<file path="src/rtl/mod6_counter.sv">
module mod6_counter #(
  parameter int W        = 4,
  parameter int LOW_TOP  = 5,
  parameter int HI_BASE  = 10,
  parameter int OFS_BASE = 3,
  parameter int OFS_TOP  = 8
) (
  input  logic         clk,
  input  logic         rst_n,
  input  logic [1:0]   mode,
  input  logic         en,
  output logic [W-1:0] count,
  output logic         carry_out,
  output logic         cycle_end
);
  localparam logic [W-1:0] ALL_ONES = '1;
  localparam logic [W-1:0] LOW_T    = W'(LOW_TOP);
  localparam logic [W-1:0] HI_B     = W'(HI_BASE);
  localparam logic [W-1:0] OFS_B    = W'(OFS_BASE);
  localparam logic [W-1:0] OFS_T    = W'(OFS_TOP);

  logic         clr_n;
  logic         ld;
  logic [W-1:0] din;
  logic [W-1:0] start;
  logic [W-1:0] q;

  assign carry_out = en && (q == ALL_ONES);

  always_comb begin
    clr_n = 1'b1;
    ld    = 1'b0;
    din   = '0;
    start = '0;
    unique case (mode)
      2'd0: clr_n = !(en && (q == LOW_T));
      2'd1: ld    = en && (q == LOW_T);
      2'd2: begin
        ld    = carry_out;
        din   = HI_B;
        start = HI_B;
      end
      default: begin
        ld    = en && (q == OFS_T);
        din   = OFS_B;
        start = OFS_B;
      end
    endcase
  end

  assign cycle_end = !clr_n || ld;

  always_ff @(posedge clk) begin
    if (!rst_n)      q <= start;
    else if (!clr_n) q <= '0;
    else if (ld)     q <= din;
    else if (en)     q <= q + 1'b1;
  end

  assign count = q;

  AST_HOLD_WHEN_IDLE: assert property (@(posedge clk) disable iff (!rst_n)
    !en |=> $stable(q));
  AST_CARRY_NEEDS_EN: assert property (@(posedge clk) disable iff (!rst_n)
    carry_out |-> en);
  AST_CLEAR_WRAP: assert property (@(posedge clk) disable iff (!rst_n)
    (mode == 2'd0 && en && q == LOW_T) |=> q == '0);
  AST_ZERO_LOAD_WRAP: assert property (@(posedge clk) disable iff (!rst_n)
    (mode == 2'd1 && en && q == LOW_T) |=> q == '0);
  AST_HIGH_WRAP: assert property (@(posedge clk) disable iff (!rst_n)
    (mode == 2'd2 && carry_out) |=> q == HI_B);
  AST_OFFSET_WRAP: assert property (@(posedge clk) disable iff (!rst_n)
    (mode == 2'd3 && en && q == OFS_T) |=> q == OFS_B);
  AST_STEP_ONE: assert property (@(posedge clk) disable iff (!rst_n)
    (en && !cycle_end) |=> q == W'($past(q) + 1'b1));
  AST_END_NEEDS_EN: assert property (@(posedge clk) disable iff (!rst_n)
    cycle_end |-> en);
endmodule

</file>
<file path="config.mk">
export PLATFORM = sky130hd
export DESIGN_NAME = mod6_counter
export DESIGN_NICKNAME = d
export VERILOG_FILES = /design/src/rtl/mod6_counter.sv
export SDC_FILE = /design/constraint.sdc
export NUM_CORES = 1
export LEC_CHECK = 0
export BUFFER_PORTS_ARGS = -buffer_cell sky130_fd_sc_hd__buf_2
export CAP_MARGIN = 20
export CORE_AREA = 10 10 47 49
export CTS_CLUSTER_DIAMETER = 60
export CTS_CLUSTER_SIZE = 28
export DETAILED_ROUTE_END_ITERATION = 6
export DIE_AREA = 0 0 57 59
export PLACE_DENSITY = 0.56
export SETUP_SLACK_MARGIN = 0.05
export SLEW_MARGIN = 10
export SYNTH_ARGS = -nofsm -noshare
export SYNTH_HDL_FRONTEND = slang
export SYNTH_SLANG_ARGS = --single-unit
</file>
<file path="constraint.sdc">
create_clock -name clk -period 1.85 [get_ports clk]
set_input_delay 0.37 -clock clk [delete_from_list [all_inputs] [get_ports clk]]
set_output_delay 0.37 -clock clk [all_outputs]
set_load 0.005 [all_outputs]
</file>
; ---- Yosys cells after proc, flatten, opt, wreduce, memory -nomap -nowiden
; Cells that the tools add are included.
[totals]
output_inout_bits = 6
inputBits = 5
regBits = 4
word_cells = 23
[op_classes]
n_addsub = 1
n_eq_ne = 6
n_mux = 7
n_reduce_logical = 8
[ops]
columns = op, count
row1 = 4-bit 2-to-1 mux, 4
row2 = 4-bit equality test (second input constant), 2
row3 = 4-bit case mux with 2 select lines, 1
row4 = 4-bit by 1-bit adder with 4-bit output (second input constant), 1
row5 = 4-bit by 3-bit equality test with 1-bit output (second input constant), 1
row6 = 4-bit by 3-bit != test with 1-bit output (second input constant), 1
row7 = 1-bit logical AND, 3
row8 = 1-bit case mux with 3 select lines, 1
row9 = 2-bit by 1-bit equality test with 1-bit output (second input constant), 1
row10 = 2-bit equality test (second input constant), 1
row11 = 1-bit zero test, 2
row12 = 2-bit zero test, 1
row13 = 2-bit OR reduction, 1
row14 = 1-bit logical OR, 1
row15 = 1-bit 2-to-1 mux, 1

; ---- Logic depth before layout (Yosys ltp)
; Gate-level depths: netlist (run 1).
[logic_depth]
depth_word = 6
mapped_depth = 6

; ---- Worst setup path before layout (run 1)
; No wires, ideal clock.
[synth_timing]
path_kind = register to register
from = register q[0], in the netlist count[0]
to = register q[3], in the netlist count[3], data pin
arrival_ns = 1.349
stages_incl_launch_ff = 7
setup_time_ns = 0.255
path_slack_ns = 0.245
cell_sequence = edfxtp_1 -> inv_1 -> ha_1 -> nand4_2 -> nor3b_4 -> nor2_2 -> a31o_1
[synth_between]
elab_chain_cells = 6
elab_cells_between_ends = 14
[synth_lines]
columns = item, line
row1 = "start, declared", 26  ; logic [W-1:0] q;
row2 = "start signal, assigned", 54  ; if (!rst_n) q <= start;
row3 = "start signal, assigned", 56  ; else if (ld) q <= din;
row4 = "start signal, assigned", 57  ; else if (en) q <= q + 1'b1;
row5 = branches (longest 4 deep; another with 4-bit by 1-bit adder with 4-bit output), --
row6 = 4-bit 2-to-1 mux (*), 55  ; else if (!clr_n) q <= '0;
row7 = 4-bit 2-to-1 mux (*), 54
; Every way passes the cells marked *. The select of a mux whose other input is x is not followed.
; A chain may end at the register's enable or synchronous reset.

; ---- Worst setup path after layout (run 1)
[layout_timing]
from = register q[0], in the netlist count[0]
to = output port cycle_end
[layout_between]
elab_chain_cells = 6
elab_cells_between_ends = 11
[layout_lines]
columns = item, line
row1 = 4-bit by 3-bit equality test with 1-bit output, "36, 37"
row2 = 1-bit logical AND, "36, 37"
row3 = 1-bit zero test, 36  ; 2'd0: clr_n = !(en && (q == LOW_T));
row4 = 1-bit 2-to-1 mux, 35  ; unique case (mode)
row5 = 1-bit zero test, --
row6 = 1-bit logical OR (*), 51  ; assign cycle_end = !clr_n || ld;
row7 = "end, declared", 14  ; output logic cycle_end
; Mark *: on every way between the ends. The rest lies on a longest branch, timed or not.

==> impl_metrics.json, run 1 <==
{
  "layout_common_cells": "buf_2 (10), buf_4 (6), edfxtp_1 (4), clkbuf_4 (3)",
  "drc": 0,
  "placed_cells": 60,
  "clk_pin_slew_ns": 0.04,
  "fin_cells": 68,
  "io_buffer_count": 10,
  "fin_nets": 62,
  "synth_top_family_by_area": "simple AND/OR/NAND/NOR gates",
  "internal-power_mw": 0.239,
  "wl_per_cell_um": 12.7,
  "rows": 14,
  "fin_area_sq_um": 510,
  "syn_inst": 33,
  "finalCriticalPeriod_ns": 1.80,
  "post-route-util_pct": 36.4,
  "die_h_um": 59,
  "rsz0062_at_grt": "true",
  "pre_cts_slack_ns": 0.188,
  "worst_slew_pin_slew_ns": 0.286,
  "clkSinkCount": 4,
  "path_max_fanout": 5,
  "holdWs_ns": 0.519,
  "ys_warn_count": 0,
  "powerDensity_mw_per_mm2": 663,
  "largest_reg_flops": 4,
  "grt_util_all_layers_pct": 5.19,
  "worstSetupStartpointType": "register",
  "m1WireLength_um": 346,
  "setup_violations": 0,
  "total_power_mw": 0.338,
  "layout_commonest_cell": "buf_2",
  "synth-xor-area-share_pct": 5.20,
  "max-cap-violations": 0,
  "totalWireLength_um": 862,
  "insertion_delay_ns": 0.23,
  "drtIter0Drc": 2,
  "postPlaceCellArea_sq_um": 414,
  "relSlewSlack_pct": 80.7,
  "fmaxAchievable_ghz": 0.556,
  "diodes": 0,
  "htreeDepth": 1,
  "pwr-share-clk_pct": 30.9,
  "cts_buffer_depth": 2,
  "core_area_sq_mm": 0.00140,
  "cts_tree": "yes",
  "syn-num-nets": 41,
  "drtAntennaViolNets": 0,
  "fin_crit_sh_pct": 97.2,
  "cpPeakStageDelay_ns": 0.45,
  "seq_area_frac_synth_pct": 35.7,
  "leakagePower_nw": 0.235,
  "ys_ff_latch": 4,
  "firstDrtPassIters": 4,
  "grt_pass1_wl_mm": 1.43,
  "route.met2.wl_um": 415,
  "swShare_pct": 29.2,
  "power_frac_comb_pct": 28.2,
  "grt_max_degree": 7,
  "via_per_inst": 4.88,
  "tns_ns": 0,
  "crit_slowest_cell": "edfxtp_1",
  "yosysTopAreaCell": "edfxtp_1",
  "met3_wirelength_um": 101,
  "yosys.area.top_type_share_pct": 35.7,
  "status": "finished clean",
  "final-hold-violation-count": 0,
  "die_x_um": 57,
  "synth_compound_area_share_pct": 14.1,
  "ir_drop_uv": 596,
  "synth_adder_area_share_pct": 11.2,
  "crit_chain": "inv_2 > ha_4 > nand4_4 > nor3b_4 > nor2_2 > nand2_1 > buf_2",
  "layout-drive-gt1-share_pct": 53.8,
  "num_vias": 332,
  "crit_required_ns": 1.48,
  "pwr-share-seq_pct": 40.8,
  "critPathKind": "register to output pin",
  "arrival_ns": 1.43,
  "worst_setup_path_end_kind": "output pin",
  "synthTopCellsByArea": "edfxtp_1 (36%), ha_1 (11%), nor3b_4 (5.6%)",
  "syn-cell-area_sq_um": 337,
  "gp_congestion": 0.678,
  "die_area_sq_mm": 0.00336,
  "synthDistinctLibCells": 22,
  "synthSimpleGateAreaFrac_pct": 29.4,
  "drv_slew": 0,
  "antenna_found_initial": 0,
  "hold_path.class": "primary input to register",
  "worst_slack_ns": 0.0514,
  "avgSynthCellArea_sq_um": 10.2,
  "synthMuxAreaShare_pct": 0,
  "cts_root_buffer": "clkbuf_4",
  "switchingPower_mw": 0.0989,
  "grt-ovfl-total": 0,
  "io_pins": 11,
  "cts_buffers": 3,
  "routed.top_layer": "met3",
  "start_util_pct": 24.0,
  "grt_pass1_vias": 345,
  "fin_skew_ns": 0.00389,
  "area_growth_syn_to_layout_pct": 51.7
}
[logic make-up after synthesis]
kind of cell / Yosys count
DFF: 4
adders and majority gates: 3
buffers and inverters: 4
and+or+nand+nor: 14
xor gates and xnor gates: 2
AOI/OAI and AO/OA: 6
[Yosys cell counts]
master	instances
o211ai_1	1
nor3b_4	1
inv_1	4
o21ai_0	1
edfxtp_1	4
or2b_1	1
nor4_1	1
xnor2_1	1
a31o_1	1
nand4_1	1
nand4_2	1
or2_1	1
xor2_1	1
nand3_1	1
nor2_1	2
nand2_1	2
o41ai_1	2
nand4b_1	1
nor2_2	1
ha_1	3
nand2b_1	1
o21ai_2	1
[worst max-delay path, delay by kind of cell, from the launching register on]
kind / cells / cell delay, ns
fa+ha+maj: 1 / 0.13
buf+inv: 2 / 0.21
flops: 1 / 0.45
simple gates: 4 / 0.42
[power groups by stage]
stage                     sequential, mW  combinational [mW]  clock, mW
after floorplan                    0.136              0.0433          0
after global placement             0.137              0.0743          0
after detailed placement           0.138              0.0747          0
after CTS                          0.137              0.0843      0.109
after global routing               0.141               0.108      0.116
final                              0.138              0.0956      0.105
[layout make-up]
cell class	instances	area [sq um]
multi-input combinational	25	238
sequential	4	120
fill	163	891
clock buffer	3	22.5
tap	16	20.0
inverter	4	15.0
timing repair buffer	16	95.1
[final timing paths]
| path | from | endpoint | slack [ns] | cells past startpoint |
|---|---|---|---|---|
| setup / recovery | count[0]$_DFFE_PP_ | cycle_end | 0.05 | 7 |
| hold / removal | rst_n | count[3]$_DFFE_PP_ | 0.52 | 2 |
| setup reg to reg | count[0]$_DFFE_PP_ | count[1]$_DFFE_PP_ | 0.11 | 9 |
| hold reg to reg | count[0]$_DFFE_PP_ | count[0]$_DFFE_PP_ | 0.81 | 2 |
[metal layers]
metal,global-route usage [%],vias to the layer above
li1,-,160
met4,1.01,0
met1,5.48,162
met2,7.60,10
met5,0,-
met3,4.72,0
[repair_timing]
action                     CTS  global route
buffers inserted             2             3
pin swaps                    4             2
hold endpoints to repair     0             0
gates resized for setup      4             4
cloned                       0             0
setup endpoints to repair    1             2
hold buffers                 0             0
(Power assumes the default switching activity.)
==> run 2, diff against run 1 <==
--- a/config.mk
+++ b/config.mk
@@ -7,12 +7,14 @@
 export LEC_CHECK = 0
 export BUFFER_PORTS_ARGS = -buffer_cell sky130_fd_sc_hd__buf_2
 export CAP_MARGIN = 20
+export CELL_PAD_IN_SITES_DETAIL_PLACEMENT = 1
+export CELL_PAD_IN_SITES_GLOBAL_PLACEMENT = 1
 export CORE_AREA = 10 10 47 49
 export CTS_CLUSTER_DIAMETER = 60
 export CTS_CLUSTER_SIZE = 28
 export DETAILED_ROUTE_END_ITERATION = 6
 export DIE_AREA = 0 0 57 59
-export PLACE_DENSITY = 0.56
+export PLACE_DENSITY = 0.67
 export SETUP_SLACK_MARGIN = 0.05
 export SLEW_MARGIN = 10
 export SYNTH_ARGS = -nofsm -noshare
==> impl_metrics.json, run 2 (same netlist as run 1, synthesis figures left out) <==
{
  "fin_skew_ns": 0.00190,
  "worst_setup_path_end_kind": "output pin",
  "layout-drive-gt1-share_pct": 52.8,
  "finalCriticalPeriod_ns": 1.80,
  "layout_common_cells": "buf_2 (10), buf_4 (7), edfxtp_1 (4), clkbuf_4 (3)",
  "die_x_um": 57,
  "io_buffer_count": 10,
  "firstDrtPassIters": 3,
  "htreeDepth": 1,
  "ff2ff_path_depth": 7,
  "fmaxAchievable_ghz": 0.554,
  "min_to": "count[3]$_DFFE_PP_",
  "clkSinkCount": 4,
  "grt_pass1_wl_mm": 1.61,
  "r2r-end": "count[3]$_DFFE_PP_",
  "hold_path.class": "primary input to register",
  "clk_pin_slew_ns": 0.04,
  "setup_violations": 0,
  "cts_tree": "yes",
  "num_vias": 329,
  "grt_util_all_layers_pct": 5.71,
  "die_area_sq_mm": 0.00336,
  "post-route-util_pct": 36.4,
  "cts_root_buffer": "clkbuf_4",
  "rows": 14,
  "postCtsHoldBufs": 0,
  "drtIter0Drc": 2,
  "rsz0062_at_grt": "true",
  "worst_slew_pin_slew_ns": 0.321,
  "fin_crit_sh_pct": 97.6,
  "cts_buffers": 3,
  "rr_startpoint": "count[1]$_DFFE_PP_",
  "ir_drop_uv": 585,
  "cts_buffer_depth": 2,
  "critPathKind": "register to output pin",
  "leakagePower_nw": 0.234,
  "worstSetupStartpointType": "register",
  "start_util_pct": 24.0,
  "crit_buf_inv": 2,
  "regArea_sq_um": 120,
  "arrival_ns": 1.43,
  "grt_max_degree": 7,
  "fin_nets": 63,
  "crit_chain": "inv_2 > ha_1 > nand4b_1 > nor2_4 > nor2_2 > nand2_1 > buf_2",
  "gp_congestion": 0.684,
  "insertion_delay_ns": 0.23,
  "crit_family": "simple AND/OR/NAND/NOR gates",
  "relSlewSlack_pct": 78.3,
  "hold_path_depth": 2,
  "fin_area_sq_um": 510,
  "drtAntennaViolNets": 0,
  "totalWireLength_um": 968,
  "io_pins": 11,
  "layout_commonest_cell": "buf_2",
  "powerDensity_mw_per_mm2": 679,
  "path_max_fanout": 4,
  "cpPeakStageDelay_ns": 0.42,
  "multi_input_area_sq_um": 230,
  "core_area_sq_mm": 0.00140,
  "drc": 0,
  "wl_per_cell_um": 14.0,
  "antenna_found_initial": 0,
  "worst_slack_ns": 0.0451,
  "grt_pass1_vias": 384,
  "crit_slowest_cell": "edfxtp_1",
  "drv_slew": 0,
  "ff2ff_setup_slack_ns": 0.22,
  "crit_required_ns": 1.48,
  "area_growth_syn_to_layout_pct": 51.7,
  "max-cap-violations": 0,
  "largest_reg_flops": 4,
  "min_from": "rst_n",
  "status": "finished clean",
  "pre_cts_slack_ns": 0.174,
  "via_per_inst": 4.77,
  "diodes": 0,
  "final-hold-violation-count": 0,
  "nFillCells": 182,
  "grt-ovfl-total": 0,
  "postPlaceCellArea_sq_um": 414,
  "die_h_um": 59
}
## run 2: cell types whose count changed in the layout (fill, tap and decap cells not counted)
| cell | change |
|---|---|
| buf_4 | +1 |
| o41ai_2 | -1 |
| o41ai_1 | +1 |
## run 2: worst register-to-register path, cell delays in order, from the launching register on
cell and delay (ns):
edfxtp_1 0.42, inv_2 0.11, ha_1 0.15, nand4b_1 0.14, nor2_4 0.17, nor2_2 0.06
buf_4 0.12, a31o_1 0.20
## run 2: metrics by stage
| step | TNS [ns] | instances | power (mW) | hold WS [ns] |
|---|---|---|---|---|
| 2_1_floorplan | 0 | 33 | 0.180 | 0.580 |
| 3_3_place_gp | 0 | 60 | 0.213 | 0.726 |
| 3_5_place_dp | 0 | 60 | 0.214 | 0.721 |
| 4_1_cts | 0 | 68 | 0.344 | 0.512 |
| 5_1_grt | -0.0655 | 69 | 0.375 | 0.525 |
| 6_report | 0 | 69 | 0.347 | 0.516 |
## run 2: worst max path at each step
stage | start | to | cells past startpoint | slack (ns)
final | count[1]$_DFFE_PP_ | cycle_end | 7 | 0.05
after global routing | count[0]$_DFFE_PP_ | cycle_end | 7 | -0.07
after CTS | count[0]$_DFFE_PP_ | cycle_end | 7 | 0.04
after detailed placement | count[0]$_DFFE_PP_ | cycle_end | 7 | 0.17
after global placement | count[0]$_DFFE_PP_ | cycle_end | 7 | 0.19
after floorplan | count[0]$_DFFE_PP_ | count[3]$_DFFE_PP_ | 6 | 0.25
## run 2: metal layers
layer	GRT usage [%]	share of wire (%)	routed length [um]	vias up
met3	2.79	6.0	58	0
li1	-	-	-	163
met4	1.01	0	0	0
met2	10.2	52	503	7
met1	5.96	42	406	159
met5	0	0	0	-
## run 2: layout make-up
class                   instances  share of cell area (%)
clock buffers                   3                    4.41
well taps                      16                    3.92
repair buffers                 17                    20.1
flip-flops and latches          4                    23.5
multi-input cells              25                    45.1
inverters                       4                    2.94
## run 2: what timing repair did
| item | CTS | global route |
|---|---|---|
| setup endpoints to repair | 1 | 1 |
| pin swaps | 4 | 1 |
| resized for setup | 4 | 3 |
| setup buffers | 5 | 1 |
| endpoints found under the hold margin | 0 | 0 |
## run 2: power breakdown
group / internal, mW / switching (mW)
combinational: 0.0554 / 0.0482
clock: 0.0724 / 0.0326
sequential: 0.117 / 0.0206
total: 0.245 / 0.101
==> run 3, diff against run 2 <==
--- a/config.mk
+++ b/config.mk
@@ -9,13 +9,14 @@
 export CAP_MARGIN = 20
 export CELL_PAD_IN_SITES_DETAIL_PLACEMENT = 1
 export CELL_PAD_IN_SITES_GLOBAL_PLACEMENT = 1
-export CORE_AREA = 10 10 47 49
+export CORE_AREA = 2 2 39 41
 export CTS_CLUSTER_DIAMETER = 60
 export CTS_CLUSTER_SIZE = 28
 export DETAILED_ROUTE_END_ITERATION = 6
-export DIE_AREA = 0 0 57 59
+export DIE_AREA = 0 0 41 43
+export MAX_ROUTING_LAYER = met4
 export PLACE_DENSITY = 0.67
-export SETUP_SLACK_MARGIN = 0.05
+export SETUP_SLACK_MARGIN = 0.15
 export SLEW_MARGIN = 10
 export SYNTH_ARGS = -nofsm -noshare
 export SYNTH_HDL_FRONTEND = slang
==> impl_metrics.json, run 3 (same netlist as run 1, synthesis figures left out) <==
{
  "finalCriticalPeriod_ns": 1.83,
  "grt_max_degree": 7,
  "path_max_fanout": 4,
  "placed_cells": 61,
  "clkSinkCount": 4,
  "ir_drop_uv": 278,
  "crit_chain": "inv_1 > ha_2 > nand4_4 > nor3b_4 > nor2_2 > nand2_1 > buf_2",
  "layout_commonest_cell": "buf_2",
  "drv_slew": 0,
  "crit_slowest_cell": "edfxtp_1",
  "crit_family": "flip-flops",
  "max-cap-violations": 0,
  "fin_skew_ns": 0.000830,
  "grt-ovfl-total": 0,
  "leakagePower_nw": 0.274,
  "crit_required_ns": 1.48,
  "pwr-share-seq_pct": 37.2,
  "worst_slack_ns": 0.0229,
  "pwr-share-clk_pct": 27.9,
  "swShare_pct": 30.0,
  "status": "finished clean",
  "rows": 14,
  "cts_root_buffer": "clkbuf_4",
  "die_h_um": 43,
  "worst_setup_path_end_kind": "output pin",
  "worst_slew_pin_slew_ns": 0.283,
  "power_frac_comb_pct": 34.9,
  "io_pins": 11,
  "dp_hpwl_um": 699,
  "arrival_ns": 1.46,
  "drc": 0,
  "nFillCells": 161,
  "die_area_sq_mm": 0.00176,
  "fin_crit_sh_pct": 98.8,
  "crit_buf_inv": 2,
  "relSlewSlack_pct": 81.0,
  "fin_cells": 74,
  "start_util_pct": 24.3,
  "die_x_um": 41,
  "core_area_sq_mm": 0.00138,
  "internal-power_mw": 0.259,
  "layout-drive-gt1-share_pct": 63.8,
  "fin_nets": 68,
  "rsz0062_at_grt": "true",
  "pre_cts_slack_ns": 0.158,
  "wl_per_cell_um": 14.4,
  "critPathKind": "register to output pin",
  "cts_buffer_depth": 2,
  "postCtsHoldBufs": 0,
  "num_vias": 347,
  "clk_pin_slew_ns": 0.03,
  "firstDrtPassIters": 2,
  "totalWireLength_mm": 1.07,
  "grt_util_all_layers_pct": 13.7,
  "final-hold-violation-count": 0,
  "insertion_delay_ns": 0.23,
  "setup_violations": 0,
  "worstSetupStartpointType": "register",
  "area_growth_syn_to_layout_pct": 78.1,
  "powerDensity_mw_per_mm2": 619,
  "cpPeakStageDelay_ns": 0.44,
  "drtIter0Drc": 2,
  "hold_path.class": "primary input to register",
  "cts_buffers": 3,
  "antenna_found_initial": 0,
  "htreeDepth": 1,
  "grt_pass1_vias": 357,
  "gp_congestion": 0.675,
  "fmaxAchievable_ghz": 0.547,
  "layout_common_cells": "buf_2 (10), buf_4 (9), edfxtp_1 (4)",
  "io_buffer_count": 10,
  "grt_pass1_wl_mm": 1.54,
  "via_per_inst": 4.69,
  "drtAntennaViolNets": 0,
  "largest_reg_flops": 4,
  "cts_tree": "yes",
  "diodes": 0,
  "switchingPower_mw": 0.111
}
## run 3: worst paths after layout
check | from | endpoint | slack, ns | depth (start not counted)
worst max-delay path | count[0]$_DFFE_PP_ | cycle_end | 0.02 | 7
worst min-delay path | mode[0] | count[0]$_DFFE_PP_ | 0.53 | 3
worst max register to register | count[0]$_DFFE_PP_ | count[3]$_DFFE_PP_ | 0.20 | 7
worst min register to register | count[0]$_DFFE_PP_ | count[0]$_DFFE_PP_ | 0.87 | 3
## run 3: repair_timing
| item | in CTS | in global routing |
|---|---|---|
| endpoints found under the setup margin | 1 | 6 |
| gates resized for setup | 6 | 10 |
| pin swaps | 5 | 2 |
| setup buffers | 7 | 3 |
## run 3: power groups by stage
stage	clock [mW]	combinational [mW]	sequential, mW
after global placement	0	0.0740	0.138
after detailed placement	0	0.0757	0.139
final	0.103	0.129	0.138
after global routing	0.112	0.143	0.140
after floorplan	0	0.0433	0.136
after CTS	0.108	0.103	0.138
## run 3: area by class of cell
type	count	area (sq um)	area share, %
clock buffers	3	22.5	3.76
inverters	4	15.0	2.51
multi-input cells	25	270	45.1
flip-flops and latches	4	120	20.0
well taps	16	20.0	3.34
repair buffers	22	151	25.3
## run 3: tightest hold or removal path, stage by stage
cell and delay [ns]:
buf_2 0.12, o211ai_1 0.10, o41ai_2 0.05
## run 3: routing by layer
metal  part of all wire (%)  vias up  GRT usage (%)
li1                       -      174              -
met1                     37      165           14.4
met2                     60        8           22.8
met3                    3.1        0           1.57
met4                      0        0           8.00
met5                      0        -              -
## run 3: through the flow
stage / util [%] / power, mW / area, sq um / TNS [ns] / hold WS [ns]
2_1_floorplan: - / 0.180 / 337 / 0 / 0.580
3_3_place_gp: 30.5 / 0.212 / 422 / 0 / 0.709
3_5_place_dp: 30.5 / 0.215 / 422 / 0 / 0.713
4_1_cts: 37.3 / 0.348 / 517 / 0 / 0.507
5_1_grt: 43.3 / 0.395 / 599 / -0.0599 / 0.546
6_report: 43.3 / 0.371 / 599 / 0 / 0.527
